==> src/rtl/vend_pkg.sv <==
package vend_pkg;

  // Width of the credit register
  localparam int CREDIT_W = 2;

  // Credit levels; the binary order follows the credit amount
  typedef enum logic [CREDIT_W-1:0] {
    CR_ZERO = 2'b00,
    CR_FIVE = 2'b01,
    CR_TEN  = 2'b10,
    CR_FULL = 2'b11
  } credit_e;

  // Strobes from control to datapath
  typedef struct packed {
    logic clear;
    logic addTen;
    logic addFive;
  } creditStrobe_t;

endpackage

==> src/rtl/coinCtrl.sv <==
module coinCtrl
  import vend_pkg::*;
(
  input  logic          rst,
  input  logic          coinFive,
  input  logic          coinTen,
  input  credit_e       creditQ,
  output creditStrobe_t strobe,
  output logic          gateOpen
);

  // Reset wins over coins; a ten-unit coin masks a five-unit one
  always_comb begin
    strobe         = '0;
    strobe.clear   = rst;
    strobe.addTen  = !rst && coinTen;
    strobe.addFive = !rst && coinFive && !coinTen;
  end

  // Moore output: depends on the held credit level only
  always_comb begin
    gateOpen = (creditQ == CR_FULL);
  end

endmodule

==> src/rtl/creditPath.sv <==
module creditPath
  import vend_pkg::*;
(
  input  logic          clk,
  input  creditStrobe_t strobe,
  output credit_e       creditQ
);

  credit_e creditNext;

  always_comb begin
    creditNext = creditQ;
    if (strobe.clear) begin
      creditNext = CR_ZERO;
    end else begin
      unique case (creditQ)
        CR_ZERO: begin
          if (strobe.addTen)       creditNext = CR_TEN;
          else if (strobe.addFive) creditNext = CR_FIVE;
        end
        CR_FIVE: begin
          if (strobe.addTen)       creditNext = CR_FULL;
          else if (strobe.addFive) creditNext = CR_TEN;
        end
        CR_TEN: begin
          if (strobe.addTen || strobe.addFive) creditNext = CR_FULL;
        end
        default: creditNext = CR_FULL;
      endcase
    end
  end

  always_ff @(posedge clk) begin
    creditQ <= creditNext;
  end

endmodule

==> src/rtl/vendCoinTop.sv <==
module vendCoinTop
  import vend_pkg::*;
(
  input  logic clk,
  input  logic rst,
  input  logic coinFive,
  input  logic coinTen,
  output logic gateOpen
);

  creditStrobe_t strobe;
  credit_e       creditQ;

  coinCtrl uCtrl (
    .rst      (rst),
    .coinFive (coinFive),
    .coinTen  (coinTen),
    .creditQ  (creditQ),
    .strobe   (strobe),
    .gateOpen (gateOpen)
  );

  creditPath uPath (
    .clk     (clk),
    .strobe  (strobe),
    .creditQ (creditQ)
  );

endmodule

==> config.mk <==
export PLATFORM = sky130hd
export DESIGN_NAME = vendCoinTop
export DESIGN_NICKNAME = d
export VERILOG_FILES = /design/src/rtl/vend_pkg.sv /design/src/rtl/coinCtrl.sv /design/src/rtl/creditPath.sv /design/src/rtl/vendCoinTop.sv
export SDC_FILE = /design/constraint.sdc
export NUM_CORES = 1
export LEC_CHECK = 0
export BUFFER_PORTS_ARGS = -buffer_cell sky130_fd_sc_hd__buf_2
export CAP_MARGIN = 0
export CORE_AREA = 2 2 39 41
export CTS_BUF_LIST = sky130_fd_sc_hd__clkbuf_16
export DETAILED_ROUTE_END_ITERATION = 16
export DIE_AREA = 0 0 41 43
export SYNTH_ARGS = -nofsm -noshare
export SYNTH_HDL_FRONTEND = slang
export SYNTH_SLANG_ARGS = --single-unit
export TNS_END_PERCENT = 30
==> constraint.sdc <==
create_clock -name clk -period 1.3 [get_ports clk]
set_clock_uncertainty 0.2 [all_clocks]
set_input_delay 0.26 -clock clk [delete_from_list [all_inputs] [get_ports clk]]
set_output_delay 0.26 -clock clk [all_outputs]
set_load 0.01 [all_outputs]
==> flow_metrics.py, run 1 <==
metrics = {
    "sta": {
        "fin_crit_ns": 1.26,
        "slew_viol_final": 0,
        "holdWs_ns": 0.0136,
        "hold_viol": 0,
        "rsz0062_at_grt": "no",
        "worstMarginPinSlew_ns": 0.171,
        "max_freq_mhz": 795,
        "slew_headroom_pct": 88.3,
        "tns_ns": 0,
        "post-route-period-util_pct": 96.7,
        "setup_violations": 0,
    },
    "pwr": {
        "p_seq_share_pct": 13.0,
        "combPwrFrac_pct": 4.3,
        "p_leak_nw": 0.0937,
        "power_frac_clock_pct": 82.7,
        "internal-power_mw": 0.472,
        "peakVddDrop_v": 0.000364,
        "power_density_nw_per_um2": 2640,
        "p_switching_mw": 0.0854,
        "switching_share_pct": 15.3,
    },
    "placed_design": {
        "io_buffer_count": 4,
        "dpl.cell_count": 30,
        "gp_congestion": 0.443,
    },
    "critical_path": {
        "worstPathRequired_ns": 0.84,
        "cp_cell_sequence": "and2_1 > buf_2",
        "cp_slowest_cell": "dfxtp_2",
        "crit_type": "register to primary output",
        "startpoint_type": "register",
        "reg2reg_to": "uPath.creditQ[0]",
        "cpPeakStageDelay_ns": 0.31,
        "crit_arrival_ns": 0.80,
        "cp_max_fo": 3,
        "rr_worst_depth": 2,
        "r2r-start": "uPath.creditQ[0]",
        "crit_family": "flip-flops",
        "endpoint_kind": "primary output",
        "cp.buffers_inverters": 1,
        "r2r_setup_slack_ns": 0.33,
    },
    "detailed_routing": {
        "vias": 99,
        "first_pass_iters": 5,
        "antenna_left": 0,
        "wirelength_um": 250,
        "drtIter0Drc": 3,
        "vias_per_cell": 3.00,
        "wl_per_cell_um": 7.58,
        "drc": 0,
    },
    "floorplan": {
        "core_area_um2": 1380,
        "die_area_um2": 1760,
        "fp.dieH_um": 43,
        "std_cell_rows": 14,
        "io_pins": 5,
        "die_x_um": 41,
        "start_util_pct": 6.78,
    },
    "yosys": {
        "synth_fp_nets": 14,
        "synth.largest_area_cell": "dfxtp_1",
        "synth-seq-cells": 2,
        "synthTopCellsByArea": "dfxtp_1 43%, a221oi_2 16%, mux2i_1 11%, and2_0 6.7%, and2_1 6.7%",
        "synth_area_um2": 93.8,
        "syn_avg_cell_area_um2": 9.38,
        "synth_cells": 10,
        "ys_warn_count": 0,
        "post_synth_num_cell_types": 9,
        "yosysSeqAreaShare_pct": 42.7,
        "synth_top_area_share_pct": 42.7,
    },
    "layout": {
        "area_growth_pct": 125,
        "nNetsFinal": 23,
        "top_register": "uPath.creditQ",
        "top_regs": "uPath.creditQ: 2 flops",
        "final_cell_mix": "4 x buf_2, 3 x clkbuf_16, 2 x dfxtp_2",
        "final_common_cell": "buf_2",
        "antenna_cells": 0,
        "stdcell_count": 33,
        "drive_gt1_share_pct": 58.8,
        "largest_register_ffs": 2,
    },
    "grt": {
        "antenna_found_initial": 0,
        "grt_pass1_vias": 103,
        "gr-usage-met1_pct": 3.22,
        "grt_max_degree": 5,
        "grt_first_pass_wirelength_um": 386,
        "grt_use_met3_pct": 5.24,
        "overflow": 0,
        "use_met2_pct": 3.44,
        "grtUsageTotal_pct": 4.32,
        "grt_busiest_layer": "met4",
    },
    "worst_hold_path": {
        "whs_path_depth": 2,
        "hp-class": "primary input to register",
        "hold-path-endpoint": "uPath.creditQ[0]",
        "hold_start": "rst",
    },
    "clock_tree": {
        "cts-hold-fix-buffers": 0,
        "ctsResizeCount": 0,
        "cts_tree": "built",
        "clockBufferDepth": 2,
        "numCtsBuffers": 3,
        "clock-sinks": 2,
        "h-tree-depth": 1,
        "clockRootBuffer": "clkbuf_16",
        "clkTransAtPathRegs_ns": 0.03,
        "post-cts-setup-buffer-count": 0,
        "clock_latency_ns": 0.22,
    },
    "run_status": {
        "run_status": "finished, final reports clean",
    },
    "job": {
        "cap_violations": 0,
    },
}
## synth_stat cells
cell      instances
dfxtp_1           2
a21oi_1           1
a221oi_2          1
and2_0            1
and2_1            1
inv_1             1
mux2i_1           1
nand2_1           1
nor2_1            1
## worst register-to-register path: cells and delay by family, from the launching register on
kind             cells  cell delay [ns]
AO/OA/AOI/OAI        1             0.22
AND/OR/NAND/NOR      1             0.14
flip-flops           1             0.31
## how the worst max path moves through the flow
| stage | from | endpoint | cells after the start |
|---|---|---|---|
| finish | uPath.creditQ[1] | gateOpen | 2 |
| global route | uPath.creditQ[1] | gateOpen | 2 |
| CTS | uPath.creditQ[0] | gateOpen | 2 |
| detailed placement | coinFive | uPath.creditQ[0] | 3 |
| global placement | coinFive | uPath.creditQ[0] | 3 |
| floorplan | uPath.creditQ[0] | gateOpen | 1 |
## cells by family (layout without fill, tap and decap cells)
group / Yosys count / after routing / synth area share (%)
DFF: 2 / 2 / 42.7
muxes: 1 / 1 / 10.7
buffers and inverters: 1 / 8 / 4.00
AOI/OAI and AO/OA: 2 / 2 / 21.3
and+or+nand+nor: 4 / 4 / 21.3
## power groups by stage
stage / clock network, mW / logic, mW / registers, mW
global route: 0.476 / 0.0271 / 0.0738
detailed placement: 0 / 0.0236 / 0.0721
global placement: 0 / 0.0230 / 0.0719
CTS: 0.469 / 0.0237 / 0.0713
floorplan: 0 / 0.0143 / 0.0712
finish: 0.461 / 0.0240 / 0.0724
## area by class of cell
type | instances | area (µm²)
Timing Repair Buffer | 4 | 20.0
Inverter | 1 | 3.75
Tap cell | 16 | 20.0
Multi-Input combinational cell | 7 | 50.0
Fill cell | 151 | 1170
Sequential cell | 2 | 42.5
Clock buffer | 3 | 75.1
## through the flow
stage | cell area (µm²) | utilization, % | total power [mW] | setup WS [ns]
2_1_floorplan | 93.8 | - | 0.0855 | 0.349
3_3_place_gp | 134 | 9.67 | 0.0949 | 0.258
3_5_place_dp | 134 | 9.67 | 0.0957 | 0.253
4_1_cts | 209 | 15.1 | 0.564 | 0.0316
5_1_grt | 211 | 15.3 | 0.577 | 0.00913
6_report | 211 | 15.3 | 0.557 | 0.0423
## layer usage
| layer | share of wire (%) | vias up | wire, µm |
|---|---|---|---|
| met5 | 0 | - | 0 |
| met4 | 8.8 | 0 | 22 |
| met3 | 19 | 4 | 47 |
| met2 | 32 | 7 | 80 |
| met1 | 39 | 40 | 98 |
| li1 | - | 48 | - |
Power figures use the tool's default switching activity.
==> inputs of run 2 (changes only) <==
--- a/config.mk
+++ b/config.mk
@@ -13,5 +13,6 @@
 export DIE_AREA = 0 0 41 43
 export SYNTH_ARGS = -nofsm -noshare
 export SYNTH_HDL_FRONTEND = slang
+export SYNTH_HIERARCHICAL = 1
 export SYNTH_SLANG_ARGS = --single-unit
 export TNS_END_PERCENT = 30
==> flow_metrics.py, run 2 <==
metrics = {
    "pwr": {
        "power_density_nw_per_um2": 2380,
        "peakVddDrop_v": 0.000596,
        "p_leak_nw": 0.0918,
        "finalPower_mw": 0.546,
    },
    "clock_tree": {
        "h-tree-depth": 1,
        "ctsResizeCount": 0,
        "cts-hold-fix-buffers": 0,
        "clockBufferDepth": 2,
        "clockRootBuffer": "clkbuf_16",
        "numCtsBuffers": 3,
        "clkTransAtPathRegs_ns": 0.03,
        "clock_latency_ns": 0.22,
        "cts_tree": "built",
        "clock-sinks": 2,
        "post-cts-setup-buffer-count": 0,
    },
    "detailed_routing": {
        "wl_per_cell_um": 5.74,
        "vias_per_cell": 3.11,
        "wirelength_um": 201,
        "vias": 109,
        "antenna_left": 0,
        "drc": 0,
        "first_pass_iters": 2,
        "drtIter0Drc": 1,
    },
    "layout": {
        "antenna_cells": 0,
        "post-route-util_pct": 16.5,
        "drive_gt1_share_pct": 52.6,
        "top_regs": "uPath/creditQ: 2 flops",
        "nNetsFinal": 25,
        "final_cell_mix": "4 x buf_2, 3 x clkbuf_16",
        "area_growth_pct": 90.6,
        "final_common_cell": "buf_2",
        "largest_register_ffs": 2,
        "top_register": "uPath/creditQ",
    },
    "placed_design": {
        "dp_worst_setup_slack_ns": 0.0738,
        "gp_congestion": 0.513,
        "io_buffer_count": 4,
    },
    "floorplan": {
        "die_x_um": 41,
        "start_util_pct": 8.68,
        "io_pins": 5,
        "core_area_um2": 1380,
        "fp.dieH_um": 43,
        "std_cell_rows": 14,
        "die_area_um2": 1760,
    },
    "job": {
        "cap_violations": 0,
    },
    "yosys": {
        "ys_warn_count": 6,
        "syn_avg_cell_area_um2": 9.24,
        "yosysSeqAreaShare_pct": 33.3,
        "synth.largest_area_cell": "dfxtp_1",
        "synth_cells": 13,
        "async_reset_ff_share_pct": 0,
        "synth_top_area_share_pct": 33.3,
        "synth_fp_nets": 17,
        "synth_area_um2": 120,
        "synth-seq-cells": 2,
        "ys.flop_type": "dfxtp_1",
        "synthTopCellsByArea": "dfxtp_1 33%, a221oi_2 13%, nor3b_2 10%, mux2i_1 8.3%, buf_4 6.3%",
        "post_synth_num_cell_types": 12,
        "yosysMostFrequentCell": "dfxtp_1",
        "synth_edf_count": 0,
    },
    "critical_path": {
        "crit_arrival_ns": 0.80,
        "startpoint_type": "register",
        "cp_cell_sequence": "and2_1 > buf_2",
        "crit_type": "register to primary output",
        "cpPeakStageDelay_ns": 0.32,
        "worstPathRequired_ns": 0.84,
        "cp_max_fo": 4,
        "cp_slowest_cell": "dfxtp_2",
        "endpoint_kind": "primary output",
    },
    "run_status": {
        "run_status": "finished, final reports clean",
    },
    "sta": {
        "post-route-period-util_pct": 97.2,
        "fin_crit_ns": 1.26,
        "setup_violations": 0,
        "rsz0062_at_grt": "no",
        "tns_ns": 0,
        "layout_setup_ws_ns": 0.0366,
        "max_freq_mhz": 792,
        "hold_viol": 0,
        "holdWs_ns": 0.0533,
        "worstMarginPinSlew_ns": 0.162,
        "slew_viol_final": 0,
        "slew_headroom_pct": 88.9,
    },
    "grt": {
        "grt_first_pass_wirelength_um": 351,
        "antenna_found_initial": 0,
        "grt_pass1_vias": 106,
        "overflow": 0,
        "grt_max_degree": 5,
        "grtUsageTotal_pct": 3.71,
    },
    "worst_hold_path": {
        "hp-class": "primary input to register",
    },
}
run 2: layer usage:
metal  share of wire, %  vias up  track usage (%)
met5                  0        -                0
met4                  0        0             6.00
met3                2.5        0             3.14
met2                 62        1             5.31
met1                 35       51             1.60
li1                   -       57                -
run 2: where the power goes:
| group | total (mW) | switching, mW | internal [mW] | leakage [nW] |
|---|---|---|---|---|
| registers | 0.0704 | 0.00330 | 0.0671 | 0.0169 |
| clock network | 0.453 | 0.0625 | 0.391 | 0.0370 |
| logic | 0.0220 | 0.0107 | 0.0113 | 0.0380 |
run 2: final timing paths:
kind / startpoint / endpoint / slack [ns] / cells past startpoint
worst max register to register: uPath/creditQ[0] / uPath/creditQ[0] / 0.32 / 2
worst max-delay path: uPath/creditQ[0] / gateOpen / 0.04 / 2
worst min-delay path: rst / uPath/creditQ[0] / 0.05 / 2
worst min register to register: uPath/creditQ[0] / uPath/creditQ[1] / 0.27 / 2
run 2: cells by family (layout without fill, tap and decap cells):
logic type,after synthesis,count (layout),synth area share (%)
AOI/OAI and AO/OA,2,2,16.7
buffers and inverters,2,8,9.37
DFF,2,2,33.3
muxes,1,1,8.33
and+or+nand+nor,6,6,32.3
run 2: critical path: cells and delay by family (launching register included):
kind	cells	cell delay, ns
flops	1	0.32
simple gates	1	0.14
buf+inv	1	0.13
run 2: per-stage QoR:
| stage | cells | area (µm²) |
|---|---|---|
| floorplan | 13 | 120 |
| finish | 35 | 229 |
| CTS | 35 | 228 |
| detailed placement | 32 | 153 |
| global placement | 32 | 153 |
| global route | 35 | 229 |
run 2: cell type report:
type,instances,area [µm²]
clock buffers,3,75.1
multi-input cells,9,68.8
repair buffers,4,20.0
inverters,1,3.75
fillers,155,1150
well taps,16,20.0
flip-flops and latches,2,41.3
